`config.mk`:
```
export PLATFORM = sky130hd
export DESIGN_NAME = posit_upif_encoder
export DESIGN_NICKNAME = d
export VERILOG_FILES = /design/src/rtl/posit_enc_pkg.sv /design/src/rtl/posit_stem_build.sv /design/src/rtl/posit_shift_sticky.sv /design/src/rtl/posit_round_inc.sv /design/src/rtl/posit_upif_encoder.sv
export SDC_FILE = /design/constraint.sdc
export NUM_CORES = 1
export LEC_CHECK = 0
export ABC_AREA = 1
export BUFFER_PORTS_ARGS = -buffer_cell sky130_fd_sc_hd__clkbuf_2
export CORE_UTILIZATION = 47
export DETAILED_ROUTE_END_ITERATION = 10
export PLACE_DENSITY = 0.71
export SYNTH_ARGS = -nofsm -noshare
export SYNTH_HDL_FRONTEND = slang
export SYNTH_HIERARCHICAL = 1
export SYNTH_SLANG_ARGS = --single-unit
```
`constraint.sdc`:
```
create_clock -name vclk -period 3.1
set_input_delay 0 -clock vclk [all_inputs]
set_output_delay 0 -clock vclk [all_outputs]
set_load 0.02 [all_outputs]
```
`src/rtl/posit_enc_pkg.sv`:
```
package posit_enc_pkg;

    // Width of the two's complement exponent of the intermediate form.
    function automatic int exp_width(input int n, input int wes);
        return 1 + wes + $clog2(n - 2);
    endfunction

    // Width of the two's complement fraction of the intermediate form.
    function automatic int frac_width(input int n, input int wes);
        return n - 3 - wes;
    endfunction

    // Bits needed to hold a right shift in 0 .. n-2.
    function automatic int shamt_width(input int n);
        return $clog2(n - 1);
    endfunction

endpackage

```
`src/rtl/posit_stem_build.sv`:
```
module posit_stem_build #(
    parameter int N   = 16,
    parameter int WES = 1,
    parameter int WE  = 6,
    parameter int WF  = 12,
    parameter int SAW = 4
) (
    input  logic [WE-1:0]  exp_i,
    input  logic           sgn_i,
    input  logic [WF-1:0]  frac_i,
    input  logic           rnd_i,
    output logic           fill_o,
    output logic [N-2:0]   stem_o,
    output logic [SAW-1:0] sa_o
);
    localparam logic [WE-1:0] SA_MAX = WE'(N - 2);

    logic signed [WE-1:0] hi_exp;
    logic                 hi_neg;
    logic [WE-1:0]        sa_full;
    logic [WE-1:0]        sa_clip;

    // Regime length minus one: eh for eh >= 0, -eh-1 (= ~eh) for eh < 0.
    always_comb begin
        hi_exp  = $signed(exp_i) >>> WES;
        hi_neg  = hi_exp[WE-1];
        sa_full = hi_neg ? ~hi_exp : hi_exp;
        sa_clip = (sa_full > SA_MAX) ? SA_MAX : sa_full;
        fill_o  = hi_neg ? sgn_i : ~sgn_i;
    end

    assign sa_o = SAW'(sa_clip);

    // Stem: terminator, sign-adjusted low exponent bits, fraction, round bit.
    generate
        if (WES > 0) begin : g_with_es
            assign stem_o = {~fill_o, exp_i[WES-1:0] ^ {WES{sgn_i}}, frac_i, rnd_i};
        end else begin : g_no_es
            assign stem_o = {~fill_o, frac_i, rnd_i};
        end
    endgenerate

endmodule

```
`src/rtl/posit_shift_sticky.sv`:
```
module posit_shift_sticky #(
    parameter int L   = 15,
    parameter int SAW = 4
) (
    input  logic           fill_i,
    input  logic [L-1:0]   stem_i,
    input  logic [SAW-1:0] sa_i,
    output logic [L-1:0]   kept_o,
    output logic           rnd_o,
    output logic           stk_o
);
    localparam int VW = 2 * L;

    logic [SAW:0][VW-1:0] vec;
    logic [SAW:0]         stk;

    assign vec[0] = {{L{fill_i}}, stem_i};
    assign stk[0] = 1'b0;

    // Binary-weighted stages; each folds the bits it drops into the sticky.
    generate
        for (genvar j = 0; j < SAW; j++) begin : g_stage
            localparam int SH = 1 << j;
            assign vec[j+1] = sa_i[j] ? (vec[j] >> SH) : vec[j];
            assign stk[j+1] = stk[j] | (sa_i[j] & (|vec[j][SH-1:0]));
        end
    endgenerate

    // The fixed final one-bit step exposes the round position.
    assign kept_o = vec[SAW][L:1];
    assign rnd_o  = vec[SAW][0];
    assign stk_o  = stk[SAW];

endmodule

```
`src/rtl/posit_round_inc.sv`:
```
module posit_round_inc #(
    parameter int N = 16
) (
    input  logic         sgn_i,
    input  logic [N-2:0] kept_i,
    input  logic         rnd_i,
    input  logic         stk_i,
    output logic [N-1:0] word_o
);
    logic bump;

    always_comb begin
        bump   = rnd_i & (stk_i | kept_i[0]) & ~(&kept_i);
        word_o = {sgn_i, kept_i + {{(N-2){1'b0}}, bump}};
    end

endmodule

```
`src/rtl/posit_upif_encoder.sv`:
```
module posit_upif_encoder
    import posit_enc_pkg::*;
#(
    parameter  int N   = 16,
    parameter  int WES = 1,
    localparam int WE  = exp_width(N, WES),
    localparam int WF  = frac_width(N, WES)
) (
    input  logic          nar_i,
    input  logic          sgn_i,
    input  logic [WE-1:0] exp_i,
    input  logic          one_i,
    input  logic [WF-1:0] frac_i,
    input  logic          rnd_i,
    input  logic          stk_i,
    output logic [N-1:0]  posit_o
);
    localparam int           SAW  = shamt_width(N);
    localparam logic [N-1:0] NAR_WORD = {1'b1, {(N-1){1'b0}}};

    logic           fill;
    logic [N-2:0]   stem;
    logic [SAW-1:0] sa;
    logic [N-2:0]   kept;
    logic           rnd_pos;
    logic           stk_shift;
    logic [N-1:0]   rounded;

    posit_stem_build #(.N(N), .WES(WES), .WE(WE), .WF(WF), .SAW(SAW)) u_stem (
        .exp_i  (exp_i),
        .sgn_i  (sgn_i),
        .frac_i (frac_i),
        .rnd_i  (rnd_i),
        .fill_o (fill),
        .stem_o (stem),
        .sa_o   (sa)
    );

    posit_shift_sticky #(.L(N-1), .SAW(SAW)) u_shift (
        .fill_i (fill),
        .stem_i (stem),
        .sa_i   (sa),
        .kept_o (kept),
        .rnd_o  (rnd_pos),
        .stk_o  (stk_shift)
    );

    posit_round_inc #(.N(N)) u_round (
        .sgn_i  (sgn_i),
        .kept_i (kept),
        .rnd_i  (rnd_pos),
        .stk_i  (stk_shift | stk_i),
        .word_o (rounded)
    );

    always_comb begin
        if (nar_i)
            posit_o = NAR_WORD;
        else if (!sgn_i && !one_i)
            posit_o = '0;
        else
            posit_o = rounded;
    end

endmodule

```
# Yosys cells after proc, flatten, opt, wreduce, memory -nomap -nowiden
# Cells that the tools add are included.
# W data, S select, Z words.
dict set report word_totals {
  regBits 0
  output_inout_bits 16
  word_cells 34
  inputBits 23
}
dict set report classes {
  n_reduce_logical 7
  order_cmp 1
  n_bitwise 16
  mux 9
  add_sub_neg 1
}
# operator count
set ops {}
lappend ops {{$mux W16} 3}
lappend ops {{$mux W30} 1}
lappend ops {{$mux W28} 1}
lappend ops {{$mux W24} 1}
lappend ops {{$add A15 B1 Y15} 1}
lappend ops {{$reduce_and A15 Y1} 1}
lappend ops {{$reduce_or A8 Y1} 1}
lappend ops {{$and A1 B1 Y1} 6}
lappend ops {{$gt A6 B4 Y1 const B} 1}
lappend ops {{$mux W6} 1}
lappend ops {{$not A5 Y6} 1}
lappend ops {{$or A1 B1 Y1} 5}
lappend ops {{$mux W4} 1}
lappend ops {{$reduce_or A4 Y1} 1}
lappend ops {{$not A1 Y1} 3}
lappend ops {{$logic_not A1 Y1} 2}
lappend ops {{$reduce_or A2 Y1} 1}
lappend ops {{$logic_and A1 B1 Y1} 1}
lappend ops {{$mux W1} 1}
lappend ops {{$xor A1 B1 Y1} 1}

# Depth between registers and ports, before layout
# Gate-level depths: netlist of the first run.
dict set report depth {
  ltp_word 17
  mapped_depth 32
  depth_no_buf 29
}

# Cells and area by module
# Netlist of the first run, hierarchy kept.
# mod seq_area_each_um2 area_each_um2 n_inst cells_per_inst
set by_module_without_submodules {}
lappend by_module_without_submodules {posit_shift_sticky 0.0 764.5 1 167}
lappend by_module_without_submodules {posit_round_inc 0.0 412.9 1 78}
lappend by_module_without_submodules {posit_upif_encoder 0.0 269.0 1 37}
lappend by_module_without_submodules {posit_stem_build 0.0 215.2 1 34}

# Worst setup path before layout of the first run
# No wires, ideal clock.
dict set report synth_path {
  kind {input to output}
  startpoint {input port exp_i[5]}
  endpoint {output port posit_o[3]}
  slack_ps 66
  stages 27
  required_time_ps 3100
  path_buffers 3
  arrival_ps 3034
  cell_sequence {buf_6 inv_4 nand2_1 nand2_2 nand3_2 nand2_1 inv_1 buf_6 inv_4 buf_6 nand2_2 nand3_1 nand2_1 nand2_1 o21ai_0 o21ai_0 nand2_1 nor2_1 nand2_1 nor2_1 nor2_1 ha_1 nand2_1 nor2_4 xor2_1 inv_1 nor3_1}
}
dict set report synth_between {
  word_cells_on_any_way 29
  cone_classes {add/sub: 1; order compare: 1; mux: 9; bitwise: 14; reduce/logical: 4}
}
# item line
set synth_lines {}
lappend synth_lines {{start: declaration} posit_upif_encoder.sv:11} ;# input logic [WE-1:0] exp_i,
lappend synth_lines {{$not A5 Y6} posit_stem_build.sv:27} ;# sa_full = hi_neg ? ~hi_exp : hi_exp;
lappend synth_lines {{$mux W6 (*)} posit_stem_build.sv:27}
lappend synth_lines {{$gt A6 B4 Y1} posit_stem_build.sv:28} ;# sa_clip = (sa_full > SA_MAX) ? SA_MAX : sa_full;
lappend synth_lines {{$mux W4 (*)} posit_stem_build.sv:28}
lappend synth_lines {{net sa[3]} posit_upif_encoder.sv:23} ;# logic [SAW-1:0] sa;
lappend synth_lines {{$mux W16 (*)} posit_shift_sticky.sv:24} ;# assign vec[j+1] = sa_i[j] ? (vec[j] >> SH) : vec[j];
lappend synth_lines {{net kept[8]} posit_upif_encoder.sv:24} ;# logic [N-2:0] kept;
lappend synth_lines {{$reduce_and A15 Y1 (*)} posit_round_inc.sv:13} ;# bump = rnd_i & (stk_i | kept_i[0]) & ~(&kept_i);
lappend synth_lines {{$not A1 Y1 (*)} posit_round_inc.sv:13}
lappend synth_lines {{$and A1 B1 Y1 (*)} posit_round_inc.sv:13}
lappend synth_lines {{$add A15 B1 Y15 (*)} posit_round_inc.sv:14} ;# word_o = {sgn_i, kept_i + {{(N-2){1'b0}}, bump}};
lappend synth_lines {{net rounded[3]} posit_upif_encoder.sv:27} ;# logic [N-1:0] rounded;
lappend synth_lines {{$mux W16 (*)} posit_upif_encoder.sv:59} ;# else if (!sgn_i && !one_i)
lappend synth_lines {{$mux W16 (*)} posit_upif_encoder.sv:57} ;# if (nar_i)
lappend synth_lines {{end: declaration} posit_upif_encoder.sv:16} ;# output logic [N-1:0] posit_o
# The timed path passes the listed nets; every way through them passes the cells marked *.

# Final worst setup path of the first run
dict set report layout_path {
  startpoint {input port exp_i[5]}
  endpoint {output port posit_o[10]}
}
dict set report layout_between {
  word_cells_on_any_way 29
  cone_classes {add/sub: 1; order compare: 1; mux: 9; bitwise: 14; reduce/logical: 4}
}
# item line
set layout_lines {}
lappend layout_lines {{$not A5 Y6} posit_stem_build.sv:27}
lappend layout_lines {{$mux W6 (*)} posit_stem_build.sv:27}
lappend layout_lines {{$gt A6 B4 Y1} posit_stem_build.sv:28}
lappend layout_lines {{$mux W4 (*)} posit_stem_build.sv:28}
lappend layout_lines {{net sa[1]} posit_upif_encoder.sv:23}
lappend layout_lines {{$mux W28} posit_shift_sticky.sv:24}
lappend layout_lines {{$mux W24 / $reduce_or A4 Y1 (equally long branches)} {posit_shift_sticky.sv:24, posit_shift_sticky.sv:25}}
lappend layout_lines {{$reduce_or A8 Y1 / $and A1 B1 Y1 (equally long branches)} posit_shift_sticky.sv:25} ;# assign stk[j+1] = stk[j] | (sa_i[j] & (|vec[j][SH-1:0]));
lappend layout_lines {{(+2 left out)} --}
lappend layout_lines {{net stk_shift} posit_upif_encoder.sv:26} ;# logic stk_shift;
lappend layout_lines {{$or A1 B1 Y1 (*)} posit_upif_encoder.sv:52} ;# .stk_i (stk_shift | stk_i),
lappend layout_lines {{$or A1 B1 Y1 (*)} posit_round_inc.sv:13}
lappend layout_lines {{$and A1 B1 Y1 (*) (2 in series)} posit_round_inc.sv:13}
lappend layout_lines {{$add A15 B1 Y15 (*)} posit_round_inc.sv:14}
lappend layout_lines {{net rounded[10]} posit_upif_encoder.sv:27}
lappend layout_lines {{$mux W16 (*)} posit_upif_encoder.sv:59}
lappend layout_lines {{$mux W16 (*)} posit_upif_encoder.sv:57}
# Marks and branches as above.

==> flow_metrics.tcl, run 1 <==
set metrics [dict create \
    maxSlewViolCount 0 \
    die_height_um 61.5 \
    preCtsSetupSlack_ps 61.4 \
    cp-startpoint "exp_i[5]" \
    grt_setup_unrepaired "yes" \
    timing_worst_setup_path_type "in -> out" \
    drt-pass1-iter-count 4 \
    numPortBuffers 39 \
    setup_violations 0 \
    crit_path_start_kind "primary input" \
    grt.met2_usage 0.366 \
    worst_hold_slack_ps 452 \
    max_freq_mhz 354 \
    nFlopsAndLatches 0 \
    floorplan.initialDensity 0.494 \
    drv.max_cap_violation_count 0 \
    total_switching_power_mw 0.336 \
    synth_area_per_cell_um2 5.26 \
    post-route-worst-setup-slack_ps 274 \
    number_of_antenna_violations_at_the_first_check_in_global_routing 0 \
    synth_fp_nets 342 \
    p_leak_nw 1.07 \
    synth-warning-count 6 \
    hpwlAfterDp_mm 3.15 \
    syn_inst 316 \
    grt_pass1_wl_mm 6.62 \
    detail-route-antenna-nets 0 \
    hp-start "sgn_i" \
    vias 1954 \
    vdd.ir_drop.worst_uv 144 \
    relative_slew_margins 0.649 \
    antenna_cells_inserted 0 \
    clock_power_share 0 \
    internal_power_mw 0.217 \
    fp.dieW_um 61.5 \
    clockBufferCount 0 \
    hold_depth 4 \
    worst_ep_required_time_ps 3100 \
    cellPowerDensity_nw_per_um2 277 \
    global_route.overflow_total 0 \
    crit_slowest_cell "sky130_fd_sc_hd__or2_2" \
    drt-wirelength-per-cell_um 10.2 \
    num_io_pins 39 \
    share_of_the_clock_period_used_by_the_worst_path 0.911 \
    global_route.usage.met3 0.00210 \
    std_cell_rows 21 \
    syn-cell-area_um2 1660 \
    post_synth_num_cell_types 32 \
    run_status "finished clean" \
    routed_wl_mm 4.02 \
    sequentialPowerShare 0 \
    path_common_cell "sky130_fd_sc_hd__nand2_1" \
    worst_hold_path_type "in -> out" \
    cts_hold_buffers 0 \
    nNetsFinal 375 \
    grt_use_total 0.219 \
    grtUsageMet1 0.329 \
    cp_slowest_stage_delay_ps 280 \
    capture_endpoint_of_the_worst_hold_path "posit_o[15]" \
    critical_path.endpoint_type "primary output" \
    worstPathMaxFanout 8 \
    pwr-share-comb 1.000 \
    grt-busiest-layer "met2" \
    hold_viol_final 0 \
    tightest_slew_ps 525 \
    synth_seq_area_share 0 \
    period_needed_ps 2830 \
    placer_congestion 0.904 \
    drive_above_1_share 0.363 \
    area_growth_syn_to_layout_pct 20.3 \
    via_per_instance_ratio 4.97 \
    netSwitchingFraction 0.608 \
    vias_in_the_first_global_route 1619 \
    die_area_um2 3780 \
    crit_arrival_ps 2830 \
    core-area_um2 3360 \
    first_iter_violations 90 \
    maximum_number_of_pins_on_one_net_before_global_route_repair 19 \
    layout.area.seq_um2 0 \
    drt_drc_violations_left 0 \
]
## cell usage in the layout, fill, tap and decap left out, drive strengths merged, types with 6 or more instances in the layout
cell type	Yosys	layout
clkbuf	0	31
buf	28	28
inv	33	33
nor2	22	22
nand2	135	135
nand4	6	6
nand3	37	37
nor3	15	15
xor2	7	7
o21ai	18	18
## logic make-up (layout without fill, tap and decap cells)
family / Yosys count / in the layout / synth area share
AOI/OAI and AO/OA: 25 / 25 / 0.0896
adders and majority gates: 3 / 3 / 0.0226
buffers and inverters: 61 / 92 / 0.219
xor gates and xnor gates: 9 / 9 / 0.0520
and+or+nand+nor: 218 / 218 / 0.617
## critical path: cells and delay by family
family                   cells  cell delay (ps)
buffers and inverters        6              610
AO/OA/AOI/OAI                1              140
adder cells (fa/ha/maj)      2              350
AND/OR/NAND/NOR             22             1700
## final cells by class
class / count / area, µm²
Tap cell: 46 / 57.6
Inverter: 33 / 136
Multi-Input combinational cell: 255 / 1400
Timing Repair Buffer: 59 / 402
Fill cell: 377 / 1360
## synth_stat cells, types with 2 or more instances
cell	instances	area (µm²)
sky130_fd_sc_hd__xor2_1	7	61.3
sky130_fd_sc_hd__nor2_2	3	18.8
sky130_fd_sc_hd__ha_1	3	37.5
sky130_fd_sc_hd__a21oi_1	3	15.0
sky130_fd_sc_hd__o21ai_1	3	15.0
sky130_fd_sc_hd__buf_6	4	45.0
sky130_fd_sc_hd__buf_4	18	135
sky130_fd_sc_hd__inv_4	2	12.5
sky130_fd_sc_hd__nor3_1	6	30.0
sky130_fd_sc_hd__nand3_1	36	180
sky130_fd_sc_hd__o21ai_0	15	75.1
sky130_fd_sc_hd__nor2_4	3	33.8
sky130_fd_sc_hd__buf_2	4	20.0
sky130_fd_sc_hd__nand2_2	12	75.1
sky130_fd_sc_hd__inv_1	30	113
sky130_fd_sc_hd__nor3_2	8	80.1
sky130_fd_sc_hd__nand3b_1	2	15.0
sky130_fd_sc_hd__nand2_1	123	462
sky130_fd_sc_hd__nor2_1	16	60.1
sky130_fd_sc_hd__nand4_1	6	37.5
## metrics by stage
step                setup TNS, ps  std cells  power [mW]  area [µm²]  utilization
CTS                             0        390       0.487        1820        0.541
detailed placement              0        390       0.485        1820        0.541
global placement                0        390       0.483        1820        0.541
finish                          0        393       0.553        2000        0.594
global route                -11.1        393       0.616        2000        0.594
floorplan                       0        316       0.371        1660            -
## worst max-delay path by stage
stage	to	slack (ps)	depth (start not counted)
after global placement	posit_o[6]	110	27
after detailed placement	posit_o[6]	60	27
final	posit_o[10]	270	31
after floorplan	posit_o[3]	70	27
after global routing	posit_o[14]	-7	31
after CTS	posit_o[6]	60	27
## metal layers
metal	wire, µm	share of wire
met3	178	0.044
met2	1910	0.47
met1	1910	0.48
met4	19	0.0047
met5	0	0
## power groups by stage
stage               Clock (mW)  Combinational [mW]  Sequential [mW]
floorplan                    0               0.371                0
global placement             0               0.483                0
detailed placement           0               0.485                0
CTS                          0               0.487                0
global route                 0               0.616                0
finish                       0               0.553                0
## timing repair
action,CTS,global route
endpoints found under the hold margin,0,0
buffers inserted,0,2
endpoints found under the setup margin,0,14
gates resized for setup,0,69
Note: power is estimated with default switching activity, not from simulation.
==> inputs of run 2 (changes only) <==
--- a/config.mk
+++ b/config.mk
@@ -7,6 +7,7 @@
 export LEC_CHECK = 0
 export ABC_AREA = 1
 export BUFFER_PORTS_ARGS = -buffer_cell sky130_fd_sc_hd__clkbuf_2
+export CORE_MARGIN = 2
 export CORE_UTILIZATION = 47
 export DETAILED_ROUTE_END_ITERATION = 10
 export PLACE_DENSITY = 0.71
==> flow_metrics.tcl, run 2 (synthesized netlist as in run 1, its figures left out) <==
set metrics [dict create \
    run_status "finished clean" \
    layout.area.seq_um2 0 \
    setup_violations 0 \
    clock_power_share 0 \
    die_height_um 63.5 \
    hold_viol_final 0 \
    drt-pass1-iter-count 4 \
    nFlopsAndLatches 0 \
    path_common_cell "sky130_fd_sc_hd__nand2_1" \
    share_of_the_clock_period_used_by_the_worst_path 0.918 \
    crit_path_start_kind "primary input" \
    critical_path.n_buffers_inverters 5 \
    cts_hold_buffers 0 \
    vias_in_the_first_global_route 1803 \
    p_leak_nw 1.05 \
    core-area_um2 3360 \
    cp_slowest_stage_delay_ps 290 \
    fin_tns_setup_ps 0 \
    drt-wirelength-per-cell_um 10.9 \
    cp-startpoint "exp_i[5]" \
    nNetsFinal 374 \
    internal_power_mw 0.208 \
    hp-start "sgn_i" \
    worst_hold_path_type "in -> out" \
    routed_wl_mm 4.29 \
    multi_input_comb_area_um2 1380 \
    number_of_antenna_violations_at_the_first_check_in_global_routing 0 \
    die_area_um2 4030 \
    worst_ep_required_time_ps 3100 \
    worst_hold_slack_ps 458 \
    n_fill_cell 390 \
    floorplan.initialDensity 0.494 \
    period_needed_ps 2850 \
    std_cell_rows 21 \
    pwr-share-comb 1.000 \
    layout.cells.most_common "sky130_fd_sc_hd__nand2_1" \
    placed_cells 389 \
    critical_path.endpoint_type "primary output" \
    critical-path-top-delay-family "simple AND/OR/NAND/NOR gates" \
    first_iter_violations 111 \
    placer_congestion 0.898 \
    max_freq_mhz 351 \
    maxSlewViolCount 0 \
    via_per_instance_ratio 5.01 \
    timing_worst_setup_path_type "in -> out" \
    crit_arrival_ps 2850 \
    hpwlAfterDp_mm 3.28 \
    sequentialPowerShare 0 \
    tightest_slew_ps 559 \
    area_growth_syn_to_layout_pct 17.7 \
    crit_slowest_cell "sky130_fd_sc_hd__o21ai_0" \
    vias 1965 \
    maximum_number_of_pins_on_one_net_before_global_route_repair 19 \
    clockBufferCount 0 \
    worstPathMaxFanout 9 \
    netSwitchingFraction 0.617 \
    vdd.ir_drop.worst_uv 168 \
    grt_pass1_wl_mm 7.13 \
    layout.cells.most_common_list "sky130_fd_sc_hd__nand2_1, sky130_fd_sc_hd__nand3_1, sky130_fd_sc_hd__clkbuf_2" \
    final_design_area_no_fill_um2 1960 \
    drv.max_cap_violation_count 0 \
    num_io_pins 39 \
    antenna_cells_inserted 0 \
    final-instance-count-excl-fill 392 \
    detail-route-antenna-nets 0 \
    cellPowerDensity_nw_per_um2 277 \
    fp.dieW_um 63.5 \
    numPortBuffers 39 \
    global_route.overflow_total 0 \
    grt_use_total 0.203 \
    finalCoreUtilization 0.581 \
    dpl-instance-area_um2 1810 \
    total_switching_power_mw 0.334 \
    drt_drc_violations_left 0 \
    relative_slew_margins 0.626 \
    drive_above_1_share 0.341 \
]
[run 2: changes by cell type in the layout (fill, tap and decap cells not counted), sizes merged]
cell / change
buf: -4
clkbuf: +3
[run 2: metal layers]
metal	part of all wire	GRT usage	vias to the layer above
met2	0.48	0.368	53
met5	0	0	-
li1	-	-	1056
met3	0.054	0.00893	0
met4	0	0.00543	0
met1	0.46	0.279	856
[run 2: timing repair]
action | 4_1_cts | 5_1_grt
endpoints found under the setup margin | 0 | 14
setup buffers | 0 | 2
gates resized for setup | 0 | 51
[run 2: area by class of cell]
| type | instances | area share |
|---|---|---|
| multi-input combinational | 255 | 0.706 |
| tap | 46 | 0.0294 |
| timing repair buffer | 58 | 0.195 |
| inverter | 33 | 0.0697 |
[run 2: per-stage QoR]
stage	power, mW	setup slack, ps
after floorplan	0.371	65.9
after global placement	0.481	125
after detailed placement	0.485	75.7
after CTS	0.487	64.7
after global routing	0.604	-29.2
final	0.542	253
[run 2: power groups by stage]
| stage | Clock (mW) | Sequential [mW] | Combinational, mW |
|---|---|---|---|
| after CTS | 0 | 0 | 0.487 |
| after detailed placement | 0 | 0 | 0.485 |
| after floorplan | 0 | 0 | 0.371 |
| after global routing | 0 | 0 | 0.604 |
| after global placement | 0 | 0 | 0.481 |
| final | 0 | 0 | 0.542 |
[run 2: path summary, 6_finish.rpt]
path / to / slack (ps) / depth (start not counted)
worst max-delay path: posit_o[14] / 250 / 28
worst min-delay path: posit_o[15] / 460 / 4
